## config.mk

```make
export PLATFORM = sky130hd
export DESIGN_NAME = ddrmon_top
export DESIGN_NICKNAME = d
export VERILOG_FILES = /design/src/rtl/ddrmon_pkg.sv /design/src/rtl/ddrmon_sat_cnt.sv /design/src/rtl/ddrmon_bank.sv /design/src/rtl/ddrmon_global.sv /design/src/rtl/ddrmon_top.sv
export SDC_FILE = /design/constraint.sdc
export NUM_CORES = 1
export LEC_CHECK = 0
export ABC_AREA = 1
export CAP_MARGIN = 30
export CORE_MARGIN = 3
export CORE_UTILIZATION = 40
export CTS_BUF_LIST = sky130_fd_sc_hd__clkbuf_16
export DETAILED_ROUTE_END_ITERATION = 12
export DONT_BUFFER_PORTS = 1
export PLACE_DENSITY = 0.54
export SETUP_SLACK_MARGIN = 0.1
export SYNTH_ARGS = -nofsm -noshare
export SYNTH_HDL_FRONTEND = slang
export SYNTH_HIERARCHICAL = 1
export SYNTH_SLANG_ARGS = --single-unit
```

## constraint.sdc

```tcl
create_clock -name clk -period 5.42 [get_ports clk]
set_input_delay 0.542 -clock clk [delete_from_list [all_inputs] [get_ports clk]]
set_output_delay 0.542 -clock clk [all_outputs]
set_load 0.1 [all_outputs]
```

## src/rtl/ddrmon_pkg.sv

```systemverilog
`timescale 1ns/1ps
package ddrmon_pkg;

    typedef enum logic [2:0] {
        CMD_NOP,
        CMD_ACT,
        CMD_RD,
        CMD_WR,
        CMD_PRE,
        CMD_REF,
        CMD_MRS,
        CMD_BST
    } cmd_e;

    typedef enum logic [3:0] {
        ERR_NONE     = 4'd0,
        ERR_RFC      = 4'd1,
        ERR_ACT_OPEN = 4'd2,
        ERR_COL_IDLE = 4'd3,
        ERR_RRD      = 4'd4,
        ERR_RC       = 4'd5,
        ERR_RP       = 4'd6,
        ERR_DAL      = 4'd7,
        ERR_RCDRD    = 4'd8,
        ERR_RCDWR    = 4'd9,
        ERR_CCD      = 4'd10,
        ERR_RD_IN_WR = 4'd11,
        ERR_CDLR     = 4'd12,
        ERR_RAS      = 4'd13,
        ERR_WR       = 4'd14,
        ERR_REF_OPEN = 4'd15
    } err_e;

    // Per-bank spacing violations against the current cycle
    typedef struct packed {
        logic rc;
        logic rp;
        logic dal;
        logic rcdrd;
        logic rcdwr;
        logic ras;
        logic wr;
    } bank_viol_t;

    // Device-wide spacing violations against the current cycle
    typedef struct packed {
        logic rrd;
        logic ccd;
        logic rd_in_wr;
        logic cdlr;
        logic rfc;
    } glob_viol_t;

    function automatic cmd_e decode_cmd(input logic cs_n, input logic ras_n,
                                        input logic cas_n, input logic we_n);
        cmd_e c;
        if (cs_n) begin
            c = CMD_NOP;
        end else begin
            case ({ras_n, cas_n, we_n})
                3'b011:  c = CMD_ACT;
                3'b101:  c = CMD_RD;
                3'b100:  c = CMD_WR;
                3'b010:  c = CMD_PRE;
                3'b001:  c = CMD_REF;
                3'b000:  c = CMD_MRS;
                3'b110:  c = CMD_BST;
                default: c = CMD_NOP;
            endcase
        end
        return c;
    endfunction

    // Clocks a write burst occupies after the write command
    function automatic logic [2:0] burst_clocks(input logic [1:0] sel);
        logic [2:0] h;
        case (sel)
            2'd0:    h = 3'd1;
            2'd1:    h = 3'd2;
            default: h = 3'd4;
        endcase
        return h;
    endfunction

    function automatic int imax(input int a, input int b);
        return (a > b) ? a : b;
    endfunction

endpackage

```

## src/rtl/ddrmon_sat_cnt.sv

```systemverilog
`timescale 1ns/1ps
module ddrmon_sat_cnt #(
    parameter int W = 6
) (
    input  logic         clk,
    input  logic         rst,
    input  logic         clr,
    output logic [W-1:0] cnt_o
);
    localparam logic [W-1:0] SAT = '1;

    // Value = cycles since the last clr edge; saturates (reset = "long ago")
    always_ff @(posedge clk) begin
        if (rst) begin
            cnt_o <= SAT;
        end else if (clr) begin
            cnt_o <= W'(1);
        end else if (cnt_o != SAT) begin
            cnt_o <= cnt_o + W'(1);
        end
    end
endmodule

```

## src/rtl/ddrmon_bank.sv

```systemverilog
`timescale 1ns/1ps
module ddrmon_bank
    import ddrmon_pkg::*;
#(
    parameter int W      = 6,
    parameter int TRC    = 18,
    parameter int TRP    = 5,
    parameter int TRAS   = 13,
    parameter int TRCDRD = 6,
    parameter int TRCDWR = 4,
    parameter int TWR    = 4,
    parameter int TDAL   = 9
) (
    input  logic       clk,
    input  logic       rst,
    input  logic       act_i,
    input  logic       rd_i,
    input  logic       wr_i,
    input  logic       pre_i,
    input  logic       ap_i,
    input  logic [2:0] half_i,
    output logic       open_o,
    output bank_viol_t viol_o
);
    logic [W-1:0] act_cnt;
    logic [W-1:0] pre_cnt;
    logic [W-1:0] wr_cnt;
    logic [2:0]   half_q;
    logic         ap_pend;
    logic         close_pre;
    logic [W-1:0] half_w;

    assign close_pre = pre_i | (rd_i & ap_i);
    assign half_w    = W'(half_q);

    ddrmon_sat_cnt #(.W(W)) u_act_cnt (.clk(clk), .rst(rst), .clr(act_i),     .cnt_o(act_cnt));
    ddrmon_sat_cnt #(.W(W)) u_pre_cnt (.clk(clk), .rst(rst), .clr(close_pre), .cnt_o(pre_cnt));
    ddrmon_sat_cnt #(.W(W)) u_wr_cnt  (.clk(clk), .rst(rst), .clr(wr_i),      .cnt_o(wr_cnt));

    always_ff @(posedge clk) begin
        if (rst) begin
            open_o  <= 1'b0;
            ap_pend <= 1'b0;
            half_q  <= 3'd0;
        end else begin
            if (act_i) begin
                open_o  <= 1'b1;
                ap_pend <= 1'b0;
            end else if (pre_i || ((rd_i || wr_i) && ap_i)) begin
                open_o <= 1'b0;
            end
            if (wr_i) begin
                half_q <= half_i;
                if (ap_i) begin
                    ap_pend <= 1'b1;
                end
            end
        end
    end

    always_comb begin
        viol_o.rc    = act_cnt < W'(TRC);
        viol_o.rp    = pre_cnt < W'(TRP);
        viol_o.dal   = ap_pend && (wr_cnt < (W'(TDAL) + half_w));
        viol_o.rcdrd = act_cnt < W'(TRCDRD);
        viol_o.rcdwr = act_cnt < W'(TRCDWR);
        viol_o.ras   = act_cnt < W'(TRAS);
        viol_o.wr    = wr_cnt < (W'(TWR) + half_w);
    end
endmodule

```

## src/rtl/ddrmon_global.sv

```systemverilog
`timescale 1ns/1ps
module ddrmon_global
    import ddrmon_pkg::*;
#(
    parameter int W     = 6,
    parameter int TRRD  = 4,
    parameter int TCCD  = 1,
    parameter int TCDLR = 3,
    parameter int TRFC  = 19
) (
    input  logic       clk,
    input  logic       rst,
    input  logic       act_i,
    input  logic       col_i,
    input  logic       wr_i,
    input  logic       ref_i,
    input  logic [2:0] half_i,
    output glob_viol_t viol_o
);
    logic [W-1:0] act_cnt;
    logic [W-1:0] col_cnt;
    logic [W-1:0] wr_cnt;
    logic [W-1:0] ref_cnt;
    logic [2:0]   ghalf;
    logic [W-1:0] ghalf_w;

    assign ghalf_w = W'(ghalf);

    ddrmon_sat_cnt #(.W(W)) u_rrd_cnt (.clk(clk), .rst(rst), .clr(act_i), .cnt_o(act_cnt));
    ddrmon_sat_cnt #(.W(W)) u_ccd_cnt (.clk(clk), .rst(rst), .clr(col_i), .cnt_o(col_cnt));
    ddrmon_sat_cnt #(.W(W)) u_gwr_cnt (.clk(clk), .rst(rst), .clr(wr_i),  .cnt_o(wr_cnt));
    ddrmon_sat_cnt #(.W(W)) u_rfc_cnt (.clk(clk), .rst(rst), .clr(ref_i), .cnt_o(ref_cnt));

    always_ff @(posedge clk) begin
        if (rst) begin
            ghalf <= 3'd0;
        end else if (wr_i) begin
            ghalf <= half_i;
        end
    end

    always_comb begin
        viol_o.rrd      = act_cnt < W'(TRRD);
        viol_o.ccd      = col_cnt < W'(TCCD);
        viol_o.rd_in_wr = wr_cnt < ghalf_w;
        viol_o.cdlr     = wr_cnt < (ghalf_w + W'(TCDLR));
        viol_o.rfc      = ref_cnt < W'(TRFC);
    end
endmodule

```

## src/rtl/ddrmon_top.sv

```systemverilog
`timescale 1ns/1ps
module ddrmon_top
    import ddrmon_pkg::*;
#(
    parameter int NBANK  = 4,
    parameter int TRCDRD = 6,
    parameter int TRCDWR = 4,
    parameter int TRAS   = 13,
    parameter int TRC    = 18,
    parameter int TRRD   = 4,
    parameter int TRP    = 5,
    parameter int TWR    = 4,
    parameter int TCDLR  = 3,
    parameter int TDAL   = 9,
    parameter int TCCD   = 1,
    parameter int TRFC   = 19,
    localparam int BA_W  = $clog2(NBANK)
) (
    input  logic             clk,
    input  logic             rst,
    input  logic             cs_n,
    input  logic             ras_n,
    input  logic             cas_n,
    input  logic             we_n,
    input  logic [BA_W-1:0]  ba,
    input  logic             ap,
    input  logic [1:0]       burst_sel,
    output logic             err_valid,
    output logic [3:0]       err_code,
    output logic [NBANK-1:0] bank_open
);
    localparam int MAXLIM = imax(imax(imax(TRCDRD, TRCDWR), imax(TRAS, TRC)),
                                 imax(imax(imax(TRRD, TRP), imax(TWR, TCDLR)),
                                      imax(imax(TDAL, TCCD), TRFC)));
    localparam int CNT_W  = imax($clog2(MAXLIM + 5) + 1, 4);

    cmd_e                cmd;
    err_e                code;
    logic                ok;
    logic [2:0]          half;
    bank_viol_t          bv [NBANK];
    bank_viol_t          sel;
    glob_viol_t          gv;
    logic [NBANK-1:0]    open_v;
    logic                any_ras;
    logic                any_wr;

    assign cmd  = decode_cmd(cs_n, ras_n, cas_n, we_n);
    assign half = burst_clocks(burst_sel);
    assign sel  = bv[ba];

    // Rule selection with fixed priority
    always_comb begin
        any_ras = 1'b0;
        any_wr  = 1'b0;
        for (int b = 0; b < NBANK; b++) begin
            if (open_v[b]) begin
                any_ras = any_ras | bv[b].ras;
                any_wr  = any_wr  | bv[b].wr;
            end
        end
        code = ERR_NONE;
        if (cmd != CMD_NOP && gv.rfc) begin
            code = ERR_RFC;
        end else begin
            case (cmd)
                CMD_ACT: begin
                    if (open_v[ba])   code = ERR_ACT_OPEN;
                    else if (sel.rc)  code = ERR_RC;
                    else if (sel.rp)  code = ERR_RP;
                    else if (sel.dal) code = ERR_DAL;
                    else if (gv.rrd)  code = ERR_RRD;
                end
                CMD_RD: begin
                    if (!open_v[ba])       code = ERR_COL_IDLE;
                    else if (sel.rcdrd)    code = ERR_RCDRD;
                    else if (gv.ccd)       code = ERR_CCD;
                    else if (gv.rd_in_wr)  code = ERR_RD_IN_WR;
                    else if (gv.cdlr)      code = ERR_CDLR;
                end
                CMD_WR: begin
                    if (!open_v[ba])    code = ERR_COL_IDLE;
                    else if (sel.rcdwr) code = ERR_RCDWR;
                    else if (gv.ccd)    code = ERR_CCD;
                end
                CMD_PRE: begin
                    if (ap) begin
                        if (any_ras)     code = ERR_RAS;
                        else if (any_wr) code = ERR_WR;
                    end else if (open_v[ba]) begin
                        if (sel.ras)     code = ERR_RAS;
                        else if (sel.wr) code = ERR_WR;
                    end
                end
                CMD_REF: begin
                    if (|open_v) code = ERR_REF_OPEN;
                end
                default: code = ERR_NONE;
            endcase
        end
    end

    assign ok = (code == ERR_NONE);

    genvar gb;
    generate
        for (gb = 0; gb < NBANK; gb++) begin : g_bank
            logic hit;
            assign hit = ok && (ba == BA_W'(gb));
            ddrmon_bank #(
                .W(CNT_W), .TRC(TRC), .TRP(TRP), .TRAS(TRAS),
                .TRCDRD(TRCDRD), .TRCDWR(TRCDWR), .TWR(TWR), .TDAL(TDAL)
            ) u_bank (
                .clk    (clk),
                .rst    (rst),
                .act_i  (hit && cmd == CMD_ACT),
                .rd_i   (hit && cmd == CMD_RD),
                .wr_i   (hit && cmd == CMD_WR),
                .pre_i  (ok && cmd == CMD_PRE && (ap || ba == BA_W'(gb)) && open_v[gb]),
                .ap_i   (ap),
                .half_i (half),
                .open_o (open_v[gb]),
                .viol_o (bv[gb])
            );
        end
    endgenerate

    ddrmon_global #(
        .W(CNT_W), .TRRD(TRRD), .TCCD(TCCD), .TCDLR(TCDLR), .TRFC(TRFC)
    ) u_global (
        .clk    (clk),
        .rst    (rst),
        .act_i  (ok && cmd == CMD_ACT),
        .col_i  (ok && (cmd == CMD_RD || cmd == CMD_WR)),
        .wr_i   (ok && cmd == CMD_WR),
        .ref_i  (ok && cmd == CMD_REF),
        .half_i (half),
        .viol_o (gv)
    );

    always_ff @(posedge clk) begin
        if (rst) begin
            err_valid <= 1'b0;
            err_code  <= 4'd0;
        end else begin
            err_valid <= !ok;
            err_code  <= code;
        end
    end

    assign bank_open = open_v;
endmodule

```

==> reports/summary.txt <==
Starting Density = 41.52%
post-detail-place hpwl = 14.94 mm
cell family with most CP delay = simple AND/OR/NAND/NOR gates
final clock skew = 0.008085 ns
crit path launch type = flip-flop
M3 GR Usage = 3.948%
Fmax = 291.0 MHz
Tmin final = 3.436 ns
Final Hold Viols = 0
row cnt = 52
DR vias/cell = 4.950
commonest cells after routing, fill and taps aside = 322 x nand2_1, 206 x inv_1, 186 x nand3_1, 161 x nor2_1, 124 x dfxtp_1
gr ovfl total = 0
outcome = finished clean
r2r startpoint = g_bank[3].u_bank/half_q[0]$_SDFFE_PP0P_
first-pass iteration count of the detailed router = 5
Die Y = 152.3 um
worst hold slack = 0.2172 ns
Clock Power Share = 21.1%
Slew Limit Fails = 0
Buffers & Inverters on Critical Path = 3
register area share after synthesis = 28.99%
Die X = 152.3 um
switching pwr = 2173 uW
share of post-route cells with drive strength above 1 = 9.499%
final setup fails = 0
Final #Nets = 1416
switching fraction of total power = 44.49%
first-pass GRT wire length = 35.28 mm
worst hold path type = input pin to flip-flop
gr usage total = 18.02%
Die ar. = 23200 sq um
reg-to-reg slack, setup = 1.98 ns
met1 GRT Util = 25.13%
met2 track demand over resource = 28.03%
initial antenna violation count = 0
worst-margin pin slew = 0.9680 ns
Avg Inst Size Synth = 6.434 sq um
vias = 8059
crit end category = flip-flop
DRC Markers = 0
Most Used Layer, Global Route = met2
count of cell types in the netlist = 38
Synthesized Nets = 1400
dpl cell area = 8879 sq um
CTS tree = built
area of the multi-input gates = 5248 sq um
Top cell by count, worst path = nand2_1
RD Place Congestion = 0.8461
Critical Path Max Stage Delay = 0.43 ns
RSZ-0062 raised after global routing = false
Core Area = 20620 sq um
clk root buf = clkbuf_16
pwr dens = 519.9 nW/um^2
worst relative slew slack = 35.38%
sequential share of power = 34.1%
# resized after CTS = 0
CTS Buffer Depth = 2
Hold Path Depth = 1
total power = 4883 uW
combinational power share = 44.8%
clk sinks = 124
Setup crit start = g_bank[3].u_bank/half_q[0]$_SDFFE_PP0P_
internal power = 2711 uW
vias in the first global route = 7345
CP Data Arrival Time = 3.73 ns
number of fill cells = 2201
peak supply drop = 0.0002215 V
TNS Setup = 0 ns
crit-path cells = ha_1 > ha_1 > inv_1 > ha_1 > nand2_1 > nor2_1 > a21oi_1 > nand3_1 > nand2_1 > inv_1 > nand2_1 > nand2_1 > nand2_1 > nand2_1 > nand4_1 > nor2_4 > nand4_2 > nor2_1 > inv_1 > nand3_1 > nand3_1
H-tree Lvls = 4
pin count of the biggest net entering global routing = 45
worst reg2reg endpoint = g_bank[3].u_bank/u_wr_cnt/cnt_o[4]$_SDFFE_PP1P_
WP data required = 5.71 ns
commonest non-fill, non-tap cell in the layout = nand2_1
final instance area = 9393 sq um
Hold Crit Endpoint = err_code[3]$_SDFF_PP0_
post-synth top area cell = dfxtp_1
Starting DRT DRC Count = 366
Netlist Area Pre-Place = 8563 sq um
clock latency on the worst-skew pair = 0.42 ns
post-route clock period utilization = 63.40%
Port Buf Inserts = 0
cts hold-fix bufs = 0
ANT nets after route = 0
kind of critical path = flip-flop to flip-flop
CP Max Fanout = 7
CTS buffer count = 17
# Max-Cap Violations = 0
postcts setup bufs = 0
Ys Warns = 6
ranking of synthesized cells by area = dfxtp_1 29%, nand2_1 14%, nand3_1 11%
Post-Route WL = 20.38 mm
number of diodes = 0
Leakage = 0.004769 uW
slowest CP cell = nor2_1
top cell type's share of synthesized area = 28.99%
r2r worst-path depth = 21
FF+latch count, synth = 124
Avg WL per Cell = 12.52 um
gate count of the mapped netlist = 1331
register area = 2482 sq um
area grow syn2layout = 9.687%
Hold Startpoint = rst
I/O Pins = 20
clk slew on worst S/H paths = 0.05 ns
layer usage:
metal | routed length, um | vias to the layer above
li1 | - | 4351
met1 | 10470 | 3589
met2 | 8739 | 101
met3 | 829 | 18
met4 | 335 | 0
met5 | 0 | -
cell type report:
type / instances / area share, %
Timing Repair Buffer: 4 / 0.3197
Sequential cell: 124 / 26.43
Tap cell: 270 / 3.597
Clock buffer: 17 / 4.529
Clock inverter: 13 / 0.9458
Inverter: 208 / 8.312
Multi-Input combinational cell: 992 / 55.87
kinds of logic after synthesis:
group	Yosys count	share of synthesized area, %
and+or+nand+nor	805	43.69
adders and majority gates	58	8.475
AOI/OAI and AO/OA	128	9.015
DFF	124	28.99
buffers and inverters	215	9.731
xor gates and xnor gates	1	0.1023
metrics by stage:
stage,utilization (%),setup WS [ns],instances
floorplan,-,2.613,1331
global placement,43.05,2.001,1598
detailed placement,43.05,2.010,1598
CTS,45.54,1.987,1628
global route,45.54,1.508,1628
finish,45.54,1.984,1628
flip-flops by register name, summed over array words and instances, names as in the netlist:
signal	cells
u_global/u_ccd_cnt/cnt_o	6
g_bank.u_bank/half_q	12
u_global/ghalf	3
err_code	4
err_valid	1
g_bank.u_bank/u_wr_cnt/cnt_o	24
u_global/u_rfc_cnt/cnt_o	6
u_global/u_rrd_cnt/cnt_o	6
g_bank.u_bank/u_act_cnt/cnt_o	24
g_bank.u_bank/open_o	4
g_bank.u_bank/ap_pend	4
g_bank.u_bank/u_pre_cnt/cnt_o	24
u_global/u_gwr_cnt/cnt_o	6
worst reg2reg max path, cell delays in order, from the launching register on:
cell,delay [ns]
dfxtp_1,0.34
ha_1,0.22
ha_1,0.28
inv_1,0.04
ha_1,0.26
nand2_1,0.05
nor2_1,0.10
a21oi_1,0.07
nand3_1,0.07
nand2_1,0.09
inv_1,0.06
nand2_1,0.06
nand2_1,0.06
nand2_1,0.05
nand2_1,0.06
nand4_1,0.17
nor2_4,0.21
nand4_2,0.23
nor2_1,0.43
inv_1,0.23
nand3_1,0.16
nand3_1,0.09
cells in the mapped netlist:
| cell | number |
|---|---|
| xor2_1 | 1 |
| o21ai_4 | 1 |
| ha_1 | 58 |
| a21oi_1 | 52 |
| or2_4 | 4 |
| o21ai_1 | 17 |
| nor2_2 | 1 |
| o211ai_1 | 1 |
| a31oi_1 | 2 |
| or2_2 | 16 |
| or2_1 | 4 |
| o21ai_0 | 30 |
| nor2_4 | 17 |
| nand2_1 | 322 |
| nand4_2 | 3 |
| dfxtp_1 | 124 |
| nand4_1 | 37 |
| a211oi_2 | 6 |
| nor2_1 | 161 |
| nand2_2 | 35 |
| and2b_1 | 1 |
| nor4_1 | 1 |
| inv_1 | 203 |
| o21a_1 | 4 |
| buf_4 | 3 |
| nor3_2 | 4 |
| and3b_1 | 4 |
| nand3_2 | 2 |
| nor2b_1 | 4 |
| a31oi_2 | 4 |
| nand3b_1 | 1 |
| inv_2 | 5 |
| clkbuf_1 | 2 |
| a211oi_1 | 9 |
| nand3_1 | 186 |
| nor3_1 | 2 |
| buf_6 | 2 |
| a21oi_2 | 2 |
power groups by stage:
stage                     sequential (uW)  combinational, uW  clock, uW
after floorplan                      1570               1860          0
after global placement               1690               2170          0
after detailed placement             1680               2180          0
after CTS                            1670               2190       1070
after global routing                 1740               2550       1100
final                                1670               2190       1030
how the worst max path moves through the flow:
stage	to	slack [ns]	cells after the start
2_1_floorplan	g_bank[0].u_bank/u_wr_cnt/cnt_o[3]$_SDFFE_PP1P_	2.61	23
3_3_place_gp	g_bank[3].u_bank/u_wr_cnt/cnt_o[4]$_SDFFE_PP1P_	2.00	21
3_5_place_dp	g_bank[3].u_bank/u_wr_cnt/cnt_o[4]$_SDFFE_PP1P_	2.01	21
4_1_cts	g_bank[3].u_bank/u_wr_cnt/cnt_o[4]$_SDFFE_PP1P_	1.99	21
5_1_grt	g_bank[3].u_bank/u_wr_cnt/cnt_o[3]$_SDFFE_PP1P_	1.51	23
6_report	g_bank[3].u_bank/u_wr_cnt/cnt_o[4]$_SDFFE_PP1P_	1.98	21
Power figures use the tool's default switching activity.
